[config.mk]
export PLATFORM = sky130hd
export DESIGN_NAME = irq_dispatch_ctrl
export DESIGN_NICKNAME = d
export VERILOG_FILES = /design/src/rtl/irq_disp_pkg.sv /design/src/rtl/irq_msg_fifo.sv /design/src/rtl/irq_cfg_regs.sv /design/src/rtl/irq_seq.sv /design/src/rtl/irq_dispatch_ctrl.sv
export SDC_FILE = /design/constraint.sdc
export NUM_CORES = 2
export LEC_CHECK = 0
export BUFFER_PORTS_ARGS = -buffer_cell sky130_fd_sc_hd__buf_2
export CORE_UTILIZATION = 40
export DETAILED_ROUTE_END_ITERATION = 8
export GPL_TIMING_DRIVEN = 0
export SKIP_CTS_REPAIR_TIMING = 1
export SLEW_MARGIN = 20
export SYNTH_ARGS = -nofsm -noshare
export SYNTH_HDL_FRONTEND = slang
export SYNTH_MEMORY_MAX_BITS = 65536
export SYNTH_SLANG_ARGS = --single-unit
[constraint.sdc]
create_clock -name clk_i -period 6 [get_ports clk_i]
set_input_delay 0 -clock clk_i [delete_from_list [all_inputs] [get_ports clk_i]]
set_output_delay 0 -clock clk_i [all_outputs]
set_load 0.01 [all_outputs]
[src/rtl/irq_disp_pkg.sv]
package irq_disp_pkg;

  typedef enum logic [2:0] {
    OP_SWI   = 3'd0,
    OP_IA_RD = 3'd1,
    OP_IA_WR = 3'd2,
    OP_RET   = 3'd3,
    OP_QCTL  = 3'd4
  } op_kind_e;

  typedef enum logic [2:0] {
    S_IDLE,
    S_PUSH_PC,
    S_PUSH_A,
    S_LOAD,
    S_POP_A,
    S_POP_PC,
    S_RET_WB
  } seq_state_e;

  function automatic logic [2:0] op_cost(input logic [2:0] kind);
    case (kind)
      OP_SWI:   op_cost = 3'd4;
      OP_IA_RD: op_cost = 3'd1;
      OP_IA_WR: op_cost = 3'd1;
      OP_RET:   op_cost = 3'd3;
      OP_QCTL:  op_cost = 3'd2;
      default:  op_cost = 3'd0;
    endcase
  endfunction

endpackage

[src/rtl/irq_msg_fifo.sv]
module irq_msg_fifo #(
  parameter int W     = 16,
  parameter int DEPTH = 257
) (
  input  logic         clk_i,
  input  logic         rst_ni,
  input  logic         push_i,
  input  logic [W-1:0] data_i,
  input  logic         pop_i,
  output logic [W-1:0] head_o,
  output logic         empty_o,
  output logic         full_o,
  output logic         overflow_o
);
  localparam int PW = (DEPTH > 1) ? $clog2(DEPTH) : 1;
  localparam int CW = $clog2(DEPTH + 1);

  logic [W-1:0]  store_q [DEPTH];
  logic [PW-1:0] wr_q, rd_q;
  logic [CW-1:0] cnt_q;
  logic          ovf_q;
  logic          do_push, do_pop;

  function automatic logic [PW-1:0] ptr_next(input logic [PW-1:0] p);
    ptr_next = (p == PW'(DEPTH - 1)) ? '0 : p + PW'(1);
  endfunction

  assign empty_o    = (cnt_q == '0);
  assign full_o     = (cnt_q == CW'(DEPTH));
  assign do_pop     = pop_i && !empty_o;
  assign do_push    = push_i && (!full_o || do_pop);
  assign head_o     = store_q[rd_q];
  assign overflow_o = ovf_q;

  always_ff @(posedge clk_i or negedge rst_ni) begin
    if (!rst_ni) begin
      wr_q  <= '0;
      rd_q  <= '0;
      cnt_q <= '0;
      ovf_q <= 1'b0;
    end else begin
      if (do_push) wr_q <= ptr_next(wr_q);
      if (do_pop)  rd_q <= ptr_next(rd_q);
      case ({do_push, do_pop})
        2'b10:   cnt_q <= cnt_q + CW'(1);
        2'b01:   cnt_q <= cnt_q - CW'(1);
        default: cnt_q <= cnt_q;
      endcase
      if (push_i && !do_push) ovf_q <= 1'b1;
    end
  end

  always_ff @(posedge clk_i) begin
    if (do_push) store_q[wr_q] <= data_i;
  end

endmodule

[src/rtl/irq_cfg_regs.sv]
module irq_cfg_regs #(
  parameter int W = 16
) (
  input  logic         clk_i,
  input  logic         rst_ni,
  input  logic         ia_we_i,
  input  logic [W-1:0] ia_wdata_i,
  input  logic         trig_set_i,
  input  logic         trig_clr_i,
  output logic [W-1:0] ia_o,
  output logic         trig_en_o
);
  always_ff @(posedge clk_i or negedge rst_ni) begin
    if (!rst_ni) begin
      ia_o      <= '0;
      trig_en_o <= 1'b1;
    end else begin
      if (ia_we_i)         ia_o      <= ia_wdata_i;
      if (trig_set_i)      trig_en_o <= 1'b1;
      else if (trig_clr_i) trig_en_o <= 1'b0;
    end
  end
endmodule

[src/rtl/irq_seq.sv]
module irq_seq
  import irq_disp_pkg::*;
#(
  parameter int W = 16
) (
  input  logic         clk_i,
  input  logic         rst_ni,
  input  logic         boundary_i,
  input  logic         op_valid_i,
  input  logic [2:0]   op_kind_i,
  input  logic [W-1:0] op_arg_i,
  input  logic [W-1:0] pc_i,
  input  logic [W-1:0] a_i,
  input  logic [W-1:0] sp_i,
  input  logic [W-1:0] mem_rdata_i,
  input  logic         q_empty_i,
  input  logic [W-1:0] q_head_i,
  input  logic [W-1:0] ia_i,
  input  logic         trig_en_i,
  output logic         q_push_o,
  output logic         q_pop_o,
  output logic         ia_we_o,
  output logic         trig_set_o,
  output logic         trig_clr_o,
  output logic         busy_o,
  output logic         mem_we_o,
  output logic         mem_re_o,
  output logic [W-1:0] mem_addr_o,
  output logic [W-1:0] mem_wdata_o,
  output logic         pc_we_o,
  output logic [W-1:0] pc_o,
  output logic         a_we_o,
  output logic [W-1:0] a_o,
  output logic         sp_we_o,
  output logic [W-1:0] sp_o
);
  seq_state_e   state_q, state_d;
  logic [W-1:0] sp_q, sp_d, pc_q, a_q;
  logic         idle, op_go, disp_go, ret_go, qctl_go;

  assign idle    = (state_q == S_IDLE);
  assign op_go   = idle && op_valid_i;
  assign disp_go = idle && !op_valid_i && boundary_i && trig_en_i && !q_empty_i;
  assign ret_go  = op_go && (op_kind_i == OP_RET);
  assign qctl_go = op_go && (op_kind_i == OP_QCTL);

  assign busy_o     = !idle || disp_go || ret_go;
  assign q_push_o   = op_go && (op_kind_i == OP_SWI);
  assign ia_we_o    = op_go && (op_kind_i == OP_IA_WR);
  assign trig_set_o = ret_go || (qctl_go && (op_arg_i == '0));
  assign trig_clr_o = qctl_go && (op_arg_i != '0);

  always_comb begin
    state_d     = state_q;
    sp_d        = sp_q;
    q_pop_o     = 1'b0;
    mem_we_o    = 1'b0;
    mem_re_o    = 1'b0;
    mem_addr_o  = '0;
    mem_wdata_o = '0;
    pc_we_o     = 1'b0;
    pc_o        = '0;
    a_we_o      = 1'b0;
    a_o         = '0;
    sp_we_o     = 1'b0;
    sp_o        = '0;
    case (state_q)
      S_IDLE: begin
        if (disp_go) begin
          state_d = S_PUSH_PC;
          sp_d    = sp_i;
        end else if (ret_go) begin
          state_d = S_POP_A;
          sp_d    = sp_i;
        end
      end
      S_PUSH_PC: begin
        mem_we_o    = 1'b1;
        mem_addr_o  = sp_q - W'(1);
        mem_wdata_o = pc_q;
        sp_d        = sp_q - W'(1);
        state_d     = S_PUSH_A;
      end
      S_PUSH_A: begin
        mem_we_o    = 1'b1;
        mem_addr_o  = sp_q - W'(1);
        mem_wdata_o = a_q;
        sp_d        = sp_q - W'(1);
        state_d     = S_LOAD;
      end
      S_LOAD: begin
        pc_we_o = 1'b1;
        pc_o    = ia_i;
        a_we_o  = 1'b1;
        a_o     = q_head_i;
        sp_we_o = 1'b1;
        sp_o    = sp_q;
        q_pop_o = 1'b1;
        state_d = S_IDLE;
      end
      S_POP_A: begin
        mem_re_o   = 1'b1;
        mem_addr_o = sp_q;
        sp_d       = sp_q + W'(1);
        state_d    = S_POP_PC;
      end
      S_POP_PC: begin
        mem_re_o   = 1'b1;
        mem_addr_o = sp_q;
        sp_d       = sp_q + W'(1);
        a_we_o     = 1'b1;
        a_o        = mem_rdata_i;
        state_d    = S_RET_WB;
      end
      S_RET_WB: begin
        pc_we_o = 1'b1;
        pc_o    = mem_rdata_i;
        sp_we_o = 1'b1;
        sp_o    = sp_q;
        state_d = S_IDLE;
      end
      default: state_d = S_IDLE;
    endcase
  end

  always_ff @(posedge clk_i or negedge rst_ni) begin
    if (!rst_ni) begin
      state_q <= S_IDLE;
      sp_q    <= '0;
      pc_q    <= '0;
      a_q     <= '0;
    end else begin
      state_q <= state_d;
      sp_q    <= sp_d;
      if (disp_go) begin
        pc_q <= pc_i;
        a_q  <= a_i;
      end
    end
  end

endmodule

[src/rtl/irq_dispatch_ctrl.sv]
module irq_dispatch_ctrl
  import irq_disp_pkg::*;
#(
  parameter int W       = 16,
  parameter int Q_LIMIT = 256
) (
  input  logic         clk_i,
  input  logic         rst_ni,
  input  logic         boundary_i,
  input  logic         op_valid_i,
  input  logic [2:0]   op_kind_i,
  input  logic [W-1:0] op_arg_i,
  input  logic [W-1:0] pc_i,
  input  logic [W-1:0] a_i,
  input  logic [W-1:0] sp_i,
  input  logic [W-1:0] mem_rdata_i,
  output logic         busy_o,
  output logic [2:0]   op_cost_o,
  output logic         mem_we_o,
  output logic         mem_re_o,
  output logic [W-1:0] mem_addr_o,
  output logic [W-1:0] mem_wdata_o,
  output logic         pc_we_o,
  output logic [W-1:0] pc_o,
  output logic         a_we_o,
  output logic [W-1:0] a_o,
  output logic         sp_we_o,
  output logic [W-1:0] sp_o,
  output logic [W-1:0] ia_o,
  output logic [W-1:0] head_o,
  output logic         q_empty_o,
  output logic         q_full_o,
  output logic         overflow_o
);
  localparam int DEPTH = Q_LIMIT + 1;

  logic q_push, q_pop, ia_we, trig_set, trig_clr, trig_en;

  assign op_cost_o = op_valid_i ? op_cost(op_kind_i) : 3'd0;

  irq_msg_fifo #(.W(W), .DEPTH(DEPTH)) u_fifo (
    .clk_i      (clk_i),
    .rst_ni     (rst_ni),
    .push_i     (q_push),
    .data_i     (op_arg_i),
    .pop_i      (q_pop),
    .head_o     (head_o),
    .empty_o    (q_empty_o),
    .full_o     (q_full_o),
    .overflow_o (overflow_o)
  );

  irq_cfg_regs #(.W(W)) u_cfg (
    .clk_i      (clk_i),
    .rst_ni     (rst_ni),
    .ia_we_i    (ia_we),
    .ia_wdata_i (op_arg_i),
    .trig_set_i (trig_set),
    .trig_clr_i (trig_clr),
    .ia_o       (ia_o),
    .trig_en_o  (trig_en)
  );

  irq_seq #(.W(W)) u_seq (
    .clk_i       (clk_i),
    .rst_ni      (rst_ni),
    .boundary_i  (boundary_i),
    .op_valid_i  (op_valid_i),
    .op_kind_i   (op_kind_i),
    .op_arg_i    (op_arg_i),
    .pc_i        (pc_i),
    .a_i         (a_i),
    .sp_i        (sp_i),
    .mem_rdata_i (mem_rdata_i),
    .q_empty_i   (q_empty_o),
    .q_head_i    (head_o),
    .ia_i        (ia_o),
    .trig_en_i   (trig_en),
    .q_push_o    (q_push),
    .q_pop_o     (q_pop),
    .ia_we_o     (ia_we),
    .trig_set_o  (trig_set),
    .trig_clr_o  (trig_clr),
    .busy_o      (busy_o),
    .mem_we_o    (mem_we_o),
    .mem_re_o    (mem_re_o),
    .mem_addr_o  (mem_addr_o),
    .mem_wdata_o (mem_wdata_o),
    .pc_we_o     (pc_we_o),
    .pc_o        (pc_o),
    .a_we_o      (a_we_o),
    .a_o         (a_o),
    .sp_we_o     (sp_we_o),
    .sp_o        (sp_o)
  );

endmodule

# Word-level counts from Yosys, hierarchy flattened
# Memory sizes are Yosys's and may differ from the RTL's.
# Index checks and enable logic that the tools add are counted.
dict set report classes {
  mux 25
  reduce_logical 37
  addsub 6
  n_div 0
  shift 0
  mul 0
  order_cmp 0
  bitwise_logic 0
  n_eq_ne 16
}
# operator n
set op_table {}
lappend op_table {{16-bit one-hot mux with 2 select lines} 4}
lappend op_table {{16-bit two-way mux} 3}
lappend op_table {{16-bit one-hot mux with 3 select lines} 1}
lappend op_table {{9-bit by 1-bit adder with 9-bit output (second input constant)} 3}
lappend op_table {{9-bit equality test (second input constant)} 3}
lappend op_table {{9-bit two-way mux} 2}
lappend op_table {{9-bit one-hot mux with 2 select lines} 1}
lappend op_table {{16-bit by 1-bit adder with 16-bit output (second input constant)} 1}
lappend op_table {{16-bit zero test} 1}
lappend op_table {{16-bit nonzero test} 1}
lappend op_table {{16-bit by 1-bit subtractor with 16-bit output (second input constant)} 1}
lappend op_table {{3-bit one-hot mux with 5 select lines} 1}
lappend op_table {{1-bit logical AND} 14}
lappend op_table {{3-bit by 2-bit equality test with 1-bit output (second input constant)} 4}
lappend op_table {{3-bit equality test (second input constant)} 4}
lappend op_table {{3-bit one-hot mux with 4 select lines} 1}
lappend op_table {{2-bit OR reduction} 5}
lappend op_table {{9-bit zero test} 1}
lappend op_table {{1-bit two-way mux} 9}
lappend op_table {{3-bit two-way mux} 3}
lappend op_table {{9-bit by 1-bit subtractor with 9-bit output (second input constant)} 1}
lappend op_table {{3-bit by 1-bit equality test with 1-bit output (second input constant)} 2}
lappend op_table {{3-bit zero test} 2}
lappend op_table {{1-bit zero test} 5}
lappend op_table {{other kinds (7)} 11}
dict set report totals {
  word_cells 95
  latchBits 0
  mem_bits_rw 4112
  regBits 96
  rom_bits 0
  n_memories 1
}
# name depth word_bits rd rd_clocked_by_memory_dff wr line
set mem_list {}
lappend mem_list {u_fifo.store_q 257 16 1 0 1 irq_msg_fifo.sv:18} ;# logic [W-1:0] store_q [DEPTH];

# Depth between registers and ports, before layout
dict set report depth {
  ltp_word 7
  depth_mapped 15
  ltp_nobuf 13
}

# Hierarchy
# From an unflattened synthesis, not the netlist that was laid out.
dict set report unflattened {
  cells_unflattened 7796
  area_unflattened_um2 164417.7
}
# mod seq_area_each_um2 area_each_um2 cells_per_inst instances
set modules_own_cells {}
lappend modules_own_cells {irq_msg_fifo 124179.1 159735.7 7311 1}
lappend modules_own_cells {irq_seq 1276.2 3957.5 442 1}
lappend modules_own_cells {irq_cfg_regs 426.7 686.9 37 1}
lappend modules_own_cells {irq_dispatch_ctrl 0.0 37.5 6 1}

# Least setup slack after synthesis
# Ideal clock, no wire load.
dict set report synth_path {
  path_type {register -> register}
  from {register u_seq.state_q[0]}
  to {memory u_fifo.store_q[18][0], enable pin}
  t_arrival_ns 3.034
  slack_ns 2.577
  path_stages_with_launch 10
  synth_period_minus_slack_ns 3.423
  path_buffers 4
  t_required_ns 5.612
  path_cell_list {dfrtp_1 clkbuf_1 nor3_1 nor2b_1 and3_1 clkbuf_1 clkbuf_1 nand3_1 clkbuf_1 nor2_1}
}
dict set report synth_between {
  elab_chain_len 7
  elab_cells_between_ends 10
  cone_classes {eq/ne (1); mux (3); reduce/logical (6)}
}
# element line
set synth_rtl {}
lappend synth_rtl {{from (decl)} irq_seq.sv:37} ;# seq_state_e state_q, state_d;
lappend synth_rtl {{from (signal assigned)} irq_seq.sv:133} ;# state_q <= state_d;
lappend synth_rtl {{3-bit by 2-bit equality test with 1-bit output} irq_seq.sv:67} ;# case (state_q)
lappend synth_rtl {{1-bit two-way mux} irq_seq.sv:67}
lappend synth_rtl {{1-bit logical AND} irq_msg_fifo.sv:30} ;# assign do_pop = pop_i && !empty_o;
lappend synth_rtl {{1-bit logical OR} irq_msg_fifo.sv:31} ;# assign do_push = push_i && (!full_o || do_pop);
lappend synth_rtl {{1-bit logical AND *} irq_msg_fifo.sv:31}
lappend synth_rtl {{1-bit two-way mux *} irq_msg_fifo.sv:54} ;# if (do_push) store_q[wr_q] <= data_i;
lappend synth_rtl {{1-bit two-way mux (implied by the code) *} irq_msg_fifo.sv:54}
lappend synth_rtl {{to (decl)} irq_msg_fifo.sv:18}
# Every way passes the cells marked *; elsewhere a longest branch is shown, timed or not.

# Worst setup path after layout
dict set report layout_path {
  from {register u_fifo.rd_q[2]}
  to {output head_o[10]}
}
dict set report layout_between {
  elab_chain_len 1
}
# element line
set layout_rtl {}
lappend layout_rtl {{from (decl)} irq_msg_fifo.sv:19} ;# logic [PW-1:0] wr_q, rd_q;
lappend layout_rtl {{from (signal assigned)} irq_msg_fifo.sv:43} ;# if (do_pop) rd_q <= ptr_next(rd_q);
lappend layout_rtl {{memory 257 x 16 bit} n/a}
lappend layout_rtl {{to (decl)} irq_dispatch_ctrl.sv:30} ;# output logic [W-1:0] head_o,
# No other way between the ends.

==> results.cfg <==
[drt]
drc_errors = 0
drt-pass1-iter-count = 9
ant_nets = 0
drt-vias-per-instance = 6.88
totalWireLength_microns = 819000
vias = 102000
first_iter_violations = 21900
wire_per_inst_microns = 55.3

[sta]
layout_setup_ws_ns = -0.519
skew_ns = 0.106
period_needed_ns = 6.52
hold_viol = 5
tightest_slew_ns = 1.35
setup_violations = 26
rsz0062_at_grt = yes
fin_crit_sh_pct = 109
drv_slew = 0
fmax_mhz = 153
maxSlewHeadroom_pct = 9.88
hold_ws_ns = -0.0673

[cells_and_area]
layout-drive-gt1-share_pct = 33.4
syn_to_final_growth_pct = 22.4
nNetsFinal = 9038
fin_util_pct = 49.3
fin_cells = 14800

[grt]
antenna_found_initial = 119
grt_use_total_pct = 38.9
grt_pass1_wl_microns = 1010000
overflow = 0
grt_pass1_vias = 91200
grt_max_degree = 129

[setup_path]
cp_slowest_cell = a22oi_2
crit_chain = inv_4 -> buf_8 -> buf_6 -> buf_6 -> clkbuf_4 -> mux2i_1 -> o21ai_0 -> a22oi_2 -> o311ai_4 -> a211oi_2 -> buf_4 -> a21oi_1 -> buf_2
worstSetupPathType = reg -> out
cp_common_cell = buf_6
required_ns = 6.00
cp.arrival_ns = 6.52
cp-end-kind = primary output
crit_fanout = 10
cp_slowest_stage_delay_ns = 0.85
cp-start-kind = register

[synth]
synth.top_cells.by_count = 4,112 x edfxtp_1, 972 x mux4_2, 385 x nor2_1
yosys-top-cells-area = edfxtp_1 75%, mux4_2 13%, mux2i_1 2.0%
async_flop_share_pct = 2.28
avgSynthCellArea_sq_um = 21.1
ys.flop_type = edfxtp_1
synth_top_cell_by_area = edfxtp_1
syn-instance-count = 7755
syn_area_sq_um = 164000
synth-edff-count = 4112
synth_most_common_cell = edfxtp_1
ys_ff_latch = 4208
synth_cell_types = 86
synth_warnings = 0
seq_area_frac_synth_pct = 76.8
syn_nets = 7858
yosysTopAreaCellShare_pct = 75.3

[clock_tree]
insertion_delay_ns = 1.07
numCtsBuffers = 436
cts_sinks = 4208
clk_pin_slew_ns = 0.07
cts-root-buf = clkbuf_16
htreeDepth = 5
cts_tree = built
cts_buffer_depth = 4

[power]
p_comb_share_pct = 38.7
peakVddDrop_uv = 324
swShare_pct = 39.7
p_seq_share_pct = 33.6
p_leak_nw = 63.7
p_per_area_nw_per_um2 = 487
clkPwrFrac_pct = 27.7
power_mw = 97.8
p_int_mw = 59.0
p_sw_mw = 38.8

[floorplan]
start_util_pct = 40.3
ios = 211
core_area_sq_um = 407000
die-area_sq_um = 412000
dieWidth_microns = 642
die_y_microns = 642
rows = 234

[placed_design]
gp_congestion = 1.05
dp.final_hpwl_microns = 561000
place_inst = 13700
portBuffers = 210
place_ws_ns = -2.09

[status]
status = complete, but fails checks
violations = negative hold slack, negative setup slack

[hold_path]
hp-class = in -> reg

[job]
maxCapViolations = 0
[final cells by class]
cell class	count	area [sq um]
Multi-Input combinational cell	3059	38500
Inverter	29	121
Antenna cell	76	190
Clock buffer	525	11400
Clock inverter	275	2470
Tap cell	5428	6790
Fill cell	32700	206000
Buffer	458	4350
Sequential cell	4208	126000
Timing Repair Buffer	743	10900
[path summary, 6_finish.rpt]
check,from,endpoint,slack [ns],cells past startpoint
setup / recovery,u_fifo.rd_q[2]$_DFFE_PN0P_,head_o[10],-0.52,13
hold / removal,sp_i[2],u_seq.sp_q[2]$_DFFE_PN0P_,-0.07,4
setup reg to reg,u_seq.state_q[0]$_DFFE_PN0P_,u_fifo.store_q[0][12]$_DFFE_PP_,0.16,11
hold reg to reg,u_fifo.cnt_q[8]$_DFFE_PN0P_,u_fifo.cnt_q[8]$_DFFE_PN0P_,0.49,1
max in group asynchronous,rst_ni,u_seq.sp_q[14]$_DFFE_PN0P_,5.24,5
min in group asynchronous,rst_ni,u_seq.pc_q[1]$_DFFE_PN0P_,0.08,4
[sequential cells by signal (all words and copies together) (netlist names)]
name,flops
u_seq.sp_q,16
u_fifo.cnt_q,9
u_fifo.rd_q,9
u_seq.a_q,16
u_seq.state_q,3
u_cfg.trig_en_o,1
u_fifo.store_q,4112
u_fifo.overflow_o,1
u_seq.pc_q,16
u_cfg.ia_o,16
u_fifo.wr_q,9
[cells in the final DEF (no fill, tap or decap), types with 28 or more instances in the layout]
cell           instances
a21oi_1              108
a221oi_1              49
a22o_1                46
a22oi_1              114
a31oi_1               30
and2_1                28
buf_12               188
buf_16               185
buf_2                227
buf_4                 86
buf_6                 96
buf_8                 74
bufinv_16             36
clkbuf_1             138
clkbuf_16            443
clkbuf_2             106
clkbuf_4              36
clkinv_1             101
clkinv_2              95
dfrtp_1               94
diode_2               76
dlygate4sd3_1        133
edfxtp_1            4112
mux2_2                90
mux2i_1              309
mux4_2               972
nand2_1              249
nand3_1               66
nor2_1               114
nor2_4               247
o21ai_0               89
o22ai_1               50
[worst max-delay path, delay by kind of cell, from the launching register on]
| family | cells | cell delay (ns) |
|---|---|---|
| muxes | 1 | 0.31 |
| AOI/OAI and AO/OA | 5 | 1.86 |
| DFF | 1 | 0.48 |
| buffers and inverters | 7 | 2.70 |
[stage by stage]
step                TNS [ns]  area, sq um
finish                 -6.91       201000
detailed placement    -26.62       182000
CTS                   -62.36       196000
global route          -0.781       200000
global placement    -1251.58       172000
floorplan                  0       164000
[per-layer routing]
| layer | wire length, microns | vias up | track usage (%) | part of all wire [%] |
|---|---|---|---|---|
| met5 | 600 | - | 0.474 | 0.073 |
| met4 | 81900 | 32 | 32.2 | 10 |
| met3 | 125000 | 2349 | 15.6 | 15 |
| met2 | 341000 | 10400 | 54.2 | 42 |
| met1 | 271000 | 54000 | 47.5 | 33 |
| li1 | - | 35100 | - | - |
[power groups by stage]
stage / Combinational [mW] / Sequential, mW / Clock, mW
2_1_floorplan: 13.1 / 33.3 / 0
3_3_place_gp: 32.1 / 33.5 / 0
4_1_cts: 33.6 / 32.8 / 27.0
5_1_grt: 36.4 / 32.8 / 28.0
6_report: 37.9 / 32.8 / 27.1
3_5_place_dp: 33.6 / 33.4 / 0
[kinds of logic (layout without fill, tap and decap cells)]
group | Yosys count | in the layout | share of synthesized area (%)
flops | 4208 | 4208 | 76.8
compound gates | 731 | 731 | 3.09
buf+inv | 488 | 2030 | 1.45
fa+ha+maj | 16 | 16 | 0.127
mux | 1400 | 1400 | 16.0
other cells | 0 | 76 | 0
xor+xnor | 22 | 22 | 0.118
simple gates | 890 | 890 | 2.38
Power figures use the tool's default switching activity.
